### config.mk
export PLATFORM = sky130hd
export DESIGN_NAME = srp_ring_producer
export DESIGN_NICKNAME = d
export VERILOG_FILES = /design/src/rtl/srp_pkg.sv /design/src/rtl/srp_prod_ctr.sv /design/src/rtl/srp_cons_ctr.sv /design/src/rtl/srp_doorbell.sv /design/src/rtl/srp_ring_producer.sv
export SDC_FILE = /design/constraint.sdc
export NUM_CORES = 1
export LEC_CHECK = 0
export ABC_AREA = 1
export BUFFER_PORTS_ARGS = -buffer_cell sky130_fd_sc_hd__buf_4
export CAP_MARGIN = 20
export CORE_ASPECT_RATIO = 1.25
export CORE_MARGIN = 3
export CORE_UTILIZATION = 40
export CTS_BUF_LIST = sky130_fd_sc_hd__clkbuf_4 sky130_fd_sc_hd__clkbuf_8 sky130_fd_sc_hd__clkbuf_16
export CTS_CLUSTER_DIAMETER = 50
export DETAILED_ROUTE_END_ITERATION = 16
export PLACE_DENSITY_LB_ADDON = 0.08
export SLEW_MARGIN = 20
export SYNTH_ARGS = -nofsm -noshare
export SYNTH_HDL_FRONTEND = slang
export SYNTH_SLANG_ARGS = --single-unit
### constraint.sdc
create_clock -name clk -period 5 [get_ports clk]
set_input_delay 1 -clock clk [delete_from_list [all_inputs] [get_ports clk]]
set_output_delay 1 -clock clk [all_outputs]
set_load 0.02 [all_outputs]
### src/rtl/srp_pkg.sv
package srp_pkg;

    localparam int IDX_W = 16;

    typedef logic [IDX_W-1:0] idx_t;
    typedef logic [IDX_W:0]   cnt_t;
    typedef logic [1:0]       gen_t;

    typedef struct packed {
        idx_t idx;
        gen_t gen;
    } slot_t;

    function automatic idx_t wrap_add(idx_t base, cnt_t step, idx_t mask);
        cnt_t sum;
        sum = {1'b0, base} + step;
        return sum[IDX_W-1:0] & mask;
    endfunction

    function automatic idx_t ring_dist(idx_t ahead, idx_t behind, idx_t mask);
        return (ahead - behind) & mask;
    endfunction

endpackage

### src/rtl/srp_prod_ctr.sv
module srp_prod_ctr
    import srp_pkg::*;
#(
    parameter int LOG2_DEPTH = 4
) (
    input  logic  clk,
    input  logic  rst,
    input  logic  grant,
    output slot_t slot
);
    localparam idx_t MASK = idx_t'((1 << LOG2_DEPTH) - 1);

    slot_t cur_q;
    idx_t  nxt_idx;

    always_comb begin
        nxt_idx = wrap_add(cur_q.idx, cnt_t'(1), MASK);
    end

    always_ff @(posedge clk) begin
        if (rst) begin
            cur_q <= '0;
        end else if (grant) begin
            cur_q.idx <= nxt_idx;
            if (nxt_idx == '0) begin
                cur_q.gen <= cur_q.gen + gen_t'(1);
            end
        end
    end

    assign slot = cur_q;
endmodule

### src/rtl/srp_cons_ctr.sv
module srp_cons_ctr
    import srp_pkg::*;
#(
    parameter int LOG2_DEPTH = 4
) (
    input  logic clk,
    input  logic rst,
    input  logic ack_valid,
    input  cnt_t ack_count,
    output idx_t cons_idx
);
    localparam idx_t MASK = idx_t'((1 << LOG2_DEPTH) - 1);

    idx_t cons_q;

    always_ff @(posedge clk) begin
        if (rst) begin
            cons_q <= '0;
        end else if (ack_valid) begin
            cons_q <= wrap_add(cons_q, ack_count, MASK);
        end
    end

    assign cons_idx = cons_q;
endmodule

### src/rtl/srp_doorbell.sv
module srp_doorbell
    import srp_pkg::*;
#(
    parameter int LOG2_DEPTH = 4
) (
    input  logic clk,
    input  logic rst,
    input  logic db_valid,
    input  cnt_t db_count,
    output idx_t tail_idx,
    output logic db_err
);
    localparam idx_t MASK  = idx_t'((1 << LOG2_DEPTH) - 1);
    localparam cnt_t DEPTH = cnt_t'(1 << LOG2_DEPTH);

    idx_t tail_q;
    logic err_q;
    logic legal;

    always_comb begin
        legal = (db_count != '0) && (db_count <= DEPTH);
    end

    always_ff @(posedge clk) begin
        if (rst) begin
            tail_q <= '0;
            err_q  <= 1'b0;
        end else if (db_valid) begin
            if (legal) begin
                tail_q <= wrap_add(tail_q, db_count, MASK);
            end else begin
                err_q <= 1'b1;
            end
        end
    end

    assign tail_idx = tail_q;
    assign db_err   = err_q;
endmodule

### src/rtl/srp_ring_producer.sv
module srp_ring_producer
    import srp_pkg::*;
#(
    parameter int LOG2_DEPTH = 4
) (
    input  logic                 clk,
    input  logic                 rst,
    input  logic                 alloc_req,
    output logic [IDX_W-1:0]     alloc_idx,
    output logic [1:0]           alloc_gen,
    output logic                 alloc_busy,
    input  logic                 ack_valid,
    input  logic [IDX_W:0]       ack_count,
    output logic [IDX_W-1:0]     cons_idx,
    output logic [IDX_W-1:0]     free_slots,
    output logic                 ring_empty,
    input  logic                 db_valid,
    input  logic [IDX_W:0]       db_count,
    output logic [IDX_W-1:0]     tail_idx,
    output logic                 db_err
);
    localparam idx_t MASK = idx_t'((1 << LOG2_DEPTH) - 1);

    slot_t prod_slot;
    idx_t  cons_w;
    idx_t  free_w;
    logic  grant;

    always_comb begin
        free_w     = ring_dist(cons_w, prod_slot.idx + idx_t'(1), MASK);
        grant      = alloc_req && (free_w != '0);
        alloc_busy = alloc_req && (free_w == '0);
        ring_empty = (ring_dist(cons_w, prod_slot.idx, MASK) == '0);
    end

    srp_prod_ctr #(.LOG2_DEPTH(LOG2_DEPTH)) prod_i (
        .clk   (clk),
        .rst   (rst),
        .grant (grant),
        .slot  (prod_slot)
    );

    srp_cons_ctr #(.LOG2_DEPTH(LOG2_DEPTH)) cons_i (
        .clk       (clk),
        .rst       (rst),
        .ack_valid (ack_valid),
        .ack_count (ack_count),
        .cons_idx  (cons_w)
    );

    srp_doorbell #(.LOG2_DEPTH(LOG2_DEPTH)) bell_i (
        .clk      (clk),
        .rst      (rst),
        .db_valid (db_valid),
        .db_count (db_count),
        .tail_idx (tail_idx),
        .db_err   (db_err)
    );

    assign alloc_idx  = prod_slot.idx;
    assign alloc_gen  = prod_slot.gen;
    assign cons_idx   = cons_w;
    assign free_slots = free_w;
endmodule

# Word level (Yosys, flattened, before mapping)
# Index checks and enable logic that the tools add are counted.
# word_totals
register_bits	15
output_inout_bits	69
elab_cells	25
# classes
n_addsub	7
order_cmp	1
bitwise_logic	1
reduce_logical	11
# op_table
operator	n
16-bit logical NOT	3
17-bit by 5-bit less-or-equal comparator with 1-bit output, second input constant	1
17-bit nonzero test	1
16-bit nonzero test	1
4-bit by 1-bit adder with 4-bit output, second input constant	2
4-bit adder	2
4-bit subtractor	2
2-bit AND reduction	3
1-bit logical AND	3
2-bit by 1-bit adder with 2-bit output, second input constant	1
1-bit inverter	1

# Logic depth before layout (Yosys ltp)
# Gate-level depths: netlist of run 1.
# depth
ltp_word	5
depth_mapped	13
mapped_depth_nobuf	13

# By module
# From an unflattened synthesis of run 1, not the netlist that was laid out.
# unflattened
cells_unflattened	231
area_unflattened_um2	1615.3
# modules_own_cells
module	n_inst	cells_per_inst	area_each_um2
srp_doorbell	1	67	465.4
srp_prod_ctr	1	58	436.7
srp_ring_producer	1	56	357.8
srp_cons_ctr	1	50	355.3

# Worst setup path after synthesis of run 1
# No wires, ideal clock.
# synth_timing
path_type	register -> output
start	register prod_i.cur_q (netlist bit prod_i.slot[2])
end	output port alloc_busy
arrival_time_ns	2.146
required_time_ns	4.000
slack_ns	1.854
stages_incl_launch_ff	10
path_buffers	0
cell_sequence	dfxtp_1 > inv_1 > ha_1 > inv_1 > fa_1 > inv_1 > or2_2 > nor2_2 > nand3_2 > nor2_1
# synth_via
elab_chain_cells	4
# synth_rtl
element	line	rtl
start: declaration	srp_prod_ctr.sv:13	slot_t cur_q;
4-bit by 1-bit adder with 4-bit output	srp_ring_producer.sv:30	free_w = ring_dist(cons_w, prod_slot.idx + idx_t'(1), MASK);
4-bit subtractor	srp_pkg.sv:21	return (ahead - behind) & mask;
net free_slots[1]	srp_ring_producer.sv:15	output logic [IDX_W-1:0] free_slots,
16-bit logical NOT	srp_ring_producer.sv:32	alloc_busy = alloc_req && (free_w == '0);
1-bit logical AND	srp_ring_producer.sv:32	
end: declaration	srp_ring_producer.sv:11	output logic alloc_busy,
# The timed path passes the listed nets, and every way through them passes these cells.

# Worst setup path after layout of run 1
# layout_timing
start	register prod_i.cur_q (netlist bit prod_i.slot[2])
end	output port alloc_busy
# layout_via
elab_chain_cells	4
# layout_rtl
element	line
4-bit by 1-bit adder with 4-bit output	srp_ring_producer.sv:30
4-bit subtractor	srp_pkg.sv:21
16-bit logical NOT	srp_ring_producer.sv:32
1-bit logical AND	srp_ring_producer.sv:32
# Every way passes these cells.

==> impl_metrics.py, run 1 <==
metrics = {
    "outcome": {
        "outcome": "complete, no violations",
    },
    "layout": {
        "fin_nets": 328,
        "syn_to_final_growth_pct": 15.9,
        "antenna_cells": 0,
        "regArea_sq_um": 300,
        "stdcell_count": 311,
        "drive_above_1_share": 0.206,
        "multiInputGateArea_sq_um": 931,
        "fin_util": 0.496,
        "nFillCells": 388,
    },
    "setup_path": {
        "critPathLaunchType": "flip-flop",
        "crit_path_top_delay_cell": "fa_1",
        "path_cells": "inv_1 -> ha_1 -> inv_1 -> fa_1 -> inv_1 -> or2_2 -> nor2_2 -> nand3_2 -> nor2_1 -> buf_4",
        "cp.required_ns": 4.00,
        "path_buf_inv": 4,
        "endpoint_kind": "primary output",
        "critPathMaxStageDelay_ns": 0.47,
        "cp.arrival_ns": 2.30,
        "crit_fanout": 8,
        "path_delay_family": "simple AND/OR/NAND/NOR gates",
        "crit_type": "reg -> out",
        "crit_top_cell": "inv_1",
    },
    "cts": {
        "clk_pin_slew_ns": 0.06,
        "clockBufferDepth": 2,
        "clockRootBuffer": "clkbuf_8",
        "htreeDepth": 1,
        "cts-resized-gates": 0,
        "clock_latency_ns": 0.24,
        "cts_setup_buffers": 0,
        "tritoncts": "yes",
        "numCtsBuffers": 3,
        "postCtsHoldBufs": 0,
        "clock-sinks": 15,
    },
    "synthesis": {
        "synth-compound-area-share": 0.0617,
        "synthAdderAreaFrac": 0.149,
        "synth_xor_area_frac": 0.0227,
        "synthCells": 224,
        "synth.avg_cell_area_sq_um": 6.88,
        "ys_seq_area_frac": 0.195,
        "ys.flop_type": "dfxtp_1",
        "yosysTopAreaCell": "buf_4",
        "ys_warn_count": 0,
        "ys_top_cells_by_area": "buf_4 23%, dfxtp_1 19%, ha_1 9.7%, nand2_1 9.5%, nor2_1 7.8%",
        "synth_top_area_frac": 0.234,
        "ys_types": 25,
        "synth_top_family_by_area": "buffers and inverters",
        "synth-seq-cells": 15,
        "synth_mux_area_frac": 0,
        "synth_edf_count": 0,
        "syn_area_sq_um": 1540,
        "synthArstFlopShare": 0,
        "synth-simple-area-share": 0.253,
    },
    "timing": {
        "rsz0062_at_grt": "false",
        "final.min_clock_period_ns": 3.30,
        "setup_viol": 0,
        "tns_ns": 0,
        "drv_slew": 0,
        "timing.fmax_mhz": 303,
        "fin_ws_ns": 1.70,
        "finalHoldViolCount": 0,
        "finalClockSkew_ns": 0.00237,
        "period_share": 0.659,
    },
    "route": {
        "route.antenna.remaining_nets": 0,
        "vias_per_cell": 4.09,
        "firstDrtPassIters": 4,
        "wl_per_cell_microns": 9.18,
        "vias": 1273,
        "routed_wl_microns": 2850,
        "post-route-drc-count": 0,
        "drt_iter0_drc": 20,
    },
    "global_routing": {
        "grt_start_max_net_pins": 14,
        "grt_pass1_vias": 1048,
        "grt-ovfl-total": 0,
        "antenna_found_initial": 0,
        "grtUsageTotal": 0.119,
        "grt_pass1_wl_microns": 4330,
    },
    "die": {
        "fp.dieW_microns": 61.5,
        "dieArea_sq_um": 4640,
        "core_area_sq_um": 3600,
        "io_pins": 108,
        "start_util": 0.428,
        "rows": 24,
        "dieHeight_microns": 75.4,
    },
    "power_and_ir_drop": {
        "peakVddDrop_v": 0.000156,
        "p_leak_nw": 1.02,
        "power.density_nw_per_um2": 237,
    },
    "place": {
        "gp_congestion": 0.761,
        "numPortBuffers": 46,
        "placedCellCount": 307,
        "dpl.hpwl_microns": 2460,
        "dp_worst_setup_slack_ns": 1.95,
    },
    "run": {
        "cap_viol_max_count": 0,
    },
    "min_path": {
        "hp-class": "reg -> reg",
    },
}
[through the flow]
stage                     hold slack, ns  cell area [sq um]  power (mW)
after global routing               0.464               1790       0.456
after detailed placement           0.441               1740       0.324
after global placement             0.440               1740       0.324
after CTS                          0.450               1790       0.429
final                              0.447               1790       0.424
after floorplan                    0.520               1720       0.293
[per-layer routing]
metal	global-route usage	wire, microns
met5	0	0
met4	0.0354	21
met3	0.0136	191
met2	0.200	1470
met1	0.158	1170
[logic make-up (layout without fill, tap and decap cells)]
logic type	Yosys count	count (layout)
adders and majority gates	16	16
xor gates and xnor gates	4	4
other	1	48
buffers and inverters	79	80
AOI/OAI and AO/OA	18	18
DFF	15	15
and+or+nand+nor	91	91
[placed cells by master, fill, tap and decap left out, drive strengths merged]
| cell | n |
|---|---|
| nor2 | 33 |
| clkbuf | 4 |
| nand3b | 1 |
| ha | 12 |
| xnor2 | 1 |
| buf | 46 |
| conb | 48 |
| fa | 4 |
| and2 | 1 |
| or2 | 1 |
| nand2 | 41 |
| o211ai | 1 |
| inv | 30 |
| o21ai | 8 |
| nand3 | 10 |
| nand4 | 4 |
| xor2 | 3 |
| a211oi | 1 |
| a21oi | 8 |
| dfxtp | 15 |
[final cells by class]
class                      count  share of cell area
multi-input combinational    177               0.521
sequential                    15               0.168
timing repair buffer          46               0.193
clock buffer                   4              0.0273
tap                           39              0.0273
inverter                      30              0.0630
[final timing paths]
check                       from             end  slack (ns)  cells after the start
setup / recovery  prod_i.slot[2]      alloc_busy        1.70                     10
hold / removal     bell_i.db_err   bell_i.db_err        0.45                      2
setup reg to reg  prod_i.slot[2]  prod_i.slot[5]        2.79                     13
hold reg to reg    bell_i.db_err   bell_i.db_err        0.45                      2
[where the power goes]
group          total, mW  switching (mW)  internal (mW)
combinational      0.183           0.115         0.0677
sequential         0.139          0.0117          0.127
clock              0.102          0.0406         0.0617
total              0.424           0.168          0.256
[sequential cells by signal (all words and copies together), names as in the netlist]
signal and cells:
bell_i.db_err 1, bell_i.tail_idx 4, cons_i.cons_idx 4, prod_i.slot 6
[Yosys cell counts (3+ instances only)]
cell      n
inv_1    29
dfxtp_1  15
nor2_1   32
a21oi_1   8
nand3_1   9
nand4_1   4
fa_1      4
xor2_1    3
buf_4    48
ha_1     12
nand2_1  39
o21ai_0   8
[worst min-delay path: stages, from the launching register on]
cell	delay [ns]
dfxtp_1	0.31
inv_1	0.05
a21oi_1	0.05
Note: power is estimated with default switching activity, not from simulation.
==> run 2: changes to the inputs <==
--- a/config.mk
+++ b/config.mk
@@ -10,7 +10,7 @@
 export CAP_MARGIN = 20
 export CORE_ASPECT_RATIO = 1.25
 export CORE_MARGIN = 3
-export CORE_UTILIZATION = 40
+export CORE_UTILIZATION = 38
 export CTS_BUF_LIST = sky130_fd_sc_hd__clkbuf_4 sky130_fd_sc_hd__clkbuf_8 sky130_fd_sc_hd__clkbuf_16
 export CTS_CLUSTER_DIAMETER = 50
 export DETAILED_ROUTE_END_ITERATION = 16
==> constraint.sdc (replaced) <==
create_clock -name clk -period 2.7 [get_ports clk]
set_input_delay 0.54 -clock clk [delete_from_list [all_inputs] [get_ports clk]]
set_output_delay 0.54 -clock clk [all_outputs]
set_load 0.02 [all_outputs]
==> run 2 against run 1 <==
Compared with the run above: final cell count up 5.8%; largest cell class unchanged; critical path depth unchanged; register-to-register slack worse by 2.2 ns; die area is 4.8% higher; largest power group unchanged; clock power is 86% higher; count of clock-buffer cells in the layout stayed put; highest routed layer unchanged; via count is 1.2% higher; wire length rose by 0.91%; flip-flop and latch count did not move; setup slack got worse by 1.6 ns; combinational power is 93% higher; design area grew 3.3%.
==> impl_metrics.py, run 2 (synthesized netlist as in run 1, its figures left out) <==
metrics = {
    "outcome": {
        "outcome": "complete, no violations",
    },
    "route": {
        "route.antenna.remaining_nets": 0,
        "vias": 1288,
        "routed_wl_microns": 2880,
        "vias_per_cell": 3.91,
        "post-route-drc-count": 0,
        "firstDrtPassIters": 4,
        "wl_per_cell_microns": 8.75,
        "drt_iter0_drc": 10,
    },
    "power_and_ir_drop": {
        "clockPowerShare": 0.239,
        "peakVddDrop_v": 0.000313,
        "p_total_mw": 0.796,
        "power.switching_mw": 0.313,
        "p_int_mw": 0.483,
        "p_seq_frac": 0.318,
        "p_comb_frac": 0.443,
        "p_leak_nw": 1.03,
        "power.density_nw_per_um2": 432,
        "p_sw_frac": 0.393,
    },
    "timing": {
        "finalHoldViolCount": 0,
        "final.min_clock_period_ns": 2.61,
        "period_share": 0.967,
        "timing.fmax_mhz": 383,
        "drv_slew": 0,
        "setup_viol": 0,
        "finalClockSkew_ns": 0.000881,
    },
    "die": {
        "dieHeight_microns": 77.2,
        "dieArea_sq_um": 4860,
        "start_util": 0.401,
        "fp.dieW_microns": 63.0,
        "core_area_sq_um": 3850,
        "io_pins": 108,
        "rows": 25,
    },
    "layout": {
        "final_cell_mix": "48 x conb_1, 48 x buf_4, 39 x nand2_1, 31 x nor2_1, 28 x inv_1",
        "syn_to_final_growth_pct": 19.7,
        "largest_reg_flops": 6,
        "drive_above_1_share": 0.240,
        "fin_util": 0.480,
        "fin_nets": 331,
        "antenna_cells": 0,
    },
    "cts": {
        "clk_pin_slew_ns": 0.06,
        "clockBufferDepth": 2,
        "clockRootBuffer": "clkbuf_8",
        "clock-sinks": 15,
        "htreeDepth": 1,
        "tritoncts": "yes",
        "numCtsBuffers": 3,
        "clock_latency_ns": 0.24,
    },
    "setup_path": {
        "cp.arrival_ns": 2.07,
        "crit_fanout": 2,
        "critPathLaunchType": "flip-flop",
        "cp.required_ns": 2.16,
        "crit_type": "reg -> out",
        "endpoint_kind": "primary output",
    },
    "global_routing": {
        "antenna_found_initial": 0,
        "grtUsageTotal": 0.114,
        "grt_pass1_vias": 1102,
        "grt-ovfl-total": 0,
        "grt_pass1_wl_microns": 4620,
        "grt_start_max_net_pins": 14,
    },
    "place": {
        "numPortBuffers": 46,
        "gp_congestion": 0.742,
        "dpl.hpwl_microns": 2440,
    },
    "run": {
        "cap_viol_max_count": 0,
    },
    "min_path": {
        "hp-class": "reg -> reg",
    },
}
[run 2: changes by cell type in the layout (fill, tap and decap cells not counted), sizes merged]
cell  previous run  this run
buf             46        49
[run 2: layout make-up]
type | instances | area, sq um
well taps | 54 | 67.6
fillers | 421 | 2000
clock buffers | 4 | 48.8
inverters | 30 | 113
multi-input cells | 177 | 942
repair buffers | 49 | 372
flip-flops and latches | 15 | 303
[run 2: repair_timing]
| item | CTS | global route |
|---|---|---|
| setup buffers | 1 | 1 |
| setup endpoints to repair | 1 | 2 |
| hold buffers | 0 | 0 |
| pin swaps | 1 | 1 |
| resized for setup | 2 | 6 |
[run 2: path summary, 6_finish.rpt]
path                                      from              to  slack (ns)  cells after the start
worst min-delay path             bell_i.db_err   bell_i.db_err        0.45                      2
worst max-delay path            prod_i.slot[2]      alloc_busy        0.09                     10
worst max register to register  prod_i.slot[2]  prod_i.slot[5]        0.59                     14
worst min register to register   bell_i.db_err   bell_i.db_err        0.45                      2
[run 2: worst max-delay path, stage by stage (launching register included)]
cell     delay [ns]
dfxtp_1        0.31
inv_2          0.06
ha_2           0.16
inv_1          0.05
fa_1           0.47
inv_1          0.05
or2_2          0.27
nor2_2         0.11
nand3_2        0.10
nor2_2         0.13
buf_6          0.12
[run 2: power groups by stage]
| stage | logic [mW] | registers [mW] | clock network (mW) |
|---|---|---|---|
| floorplan | 0.269 | 0.273 | 0 |
| global placement | 0.345 | 0.259 | 0 |
| finish | 0.353 | 0.254 | 0.190 |
| CTS | 0.349 | 0.254 | 0.202 |
| detailed placement | 0.345 | 0.258 | 0 |
| global route | 0.394 | 0.257 | 0.208 |
[run 2: metrics by stage]
step	hold slack [ns]	worst slack [ns]	cell area (sq um)	std cells	TNS, ns
final	0.448	0.0896	1850	329	0
after global routing	0.471	-0.0124	1850	329	-0.0124
after CTS	0.451	0.0647	1820	328	0
after detailed placement	0.441	0.198	1760	323	0
after global placement	0.440	0.205	1760	323	0
after floorplan	0.520	0.0136	1720	271	0
[run 2: metal layers]
layer / track usage / share of wire
met5: 0 / 0
met4: 0.0331 / 0.0069
met3: 0.0176 / 0.073
met2: 0.196 / 0.51
met1: 0.144 / 0.41
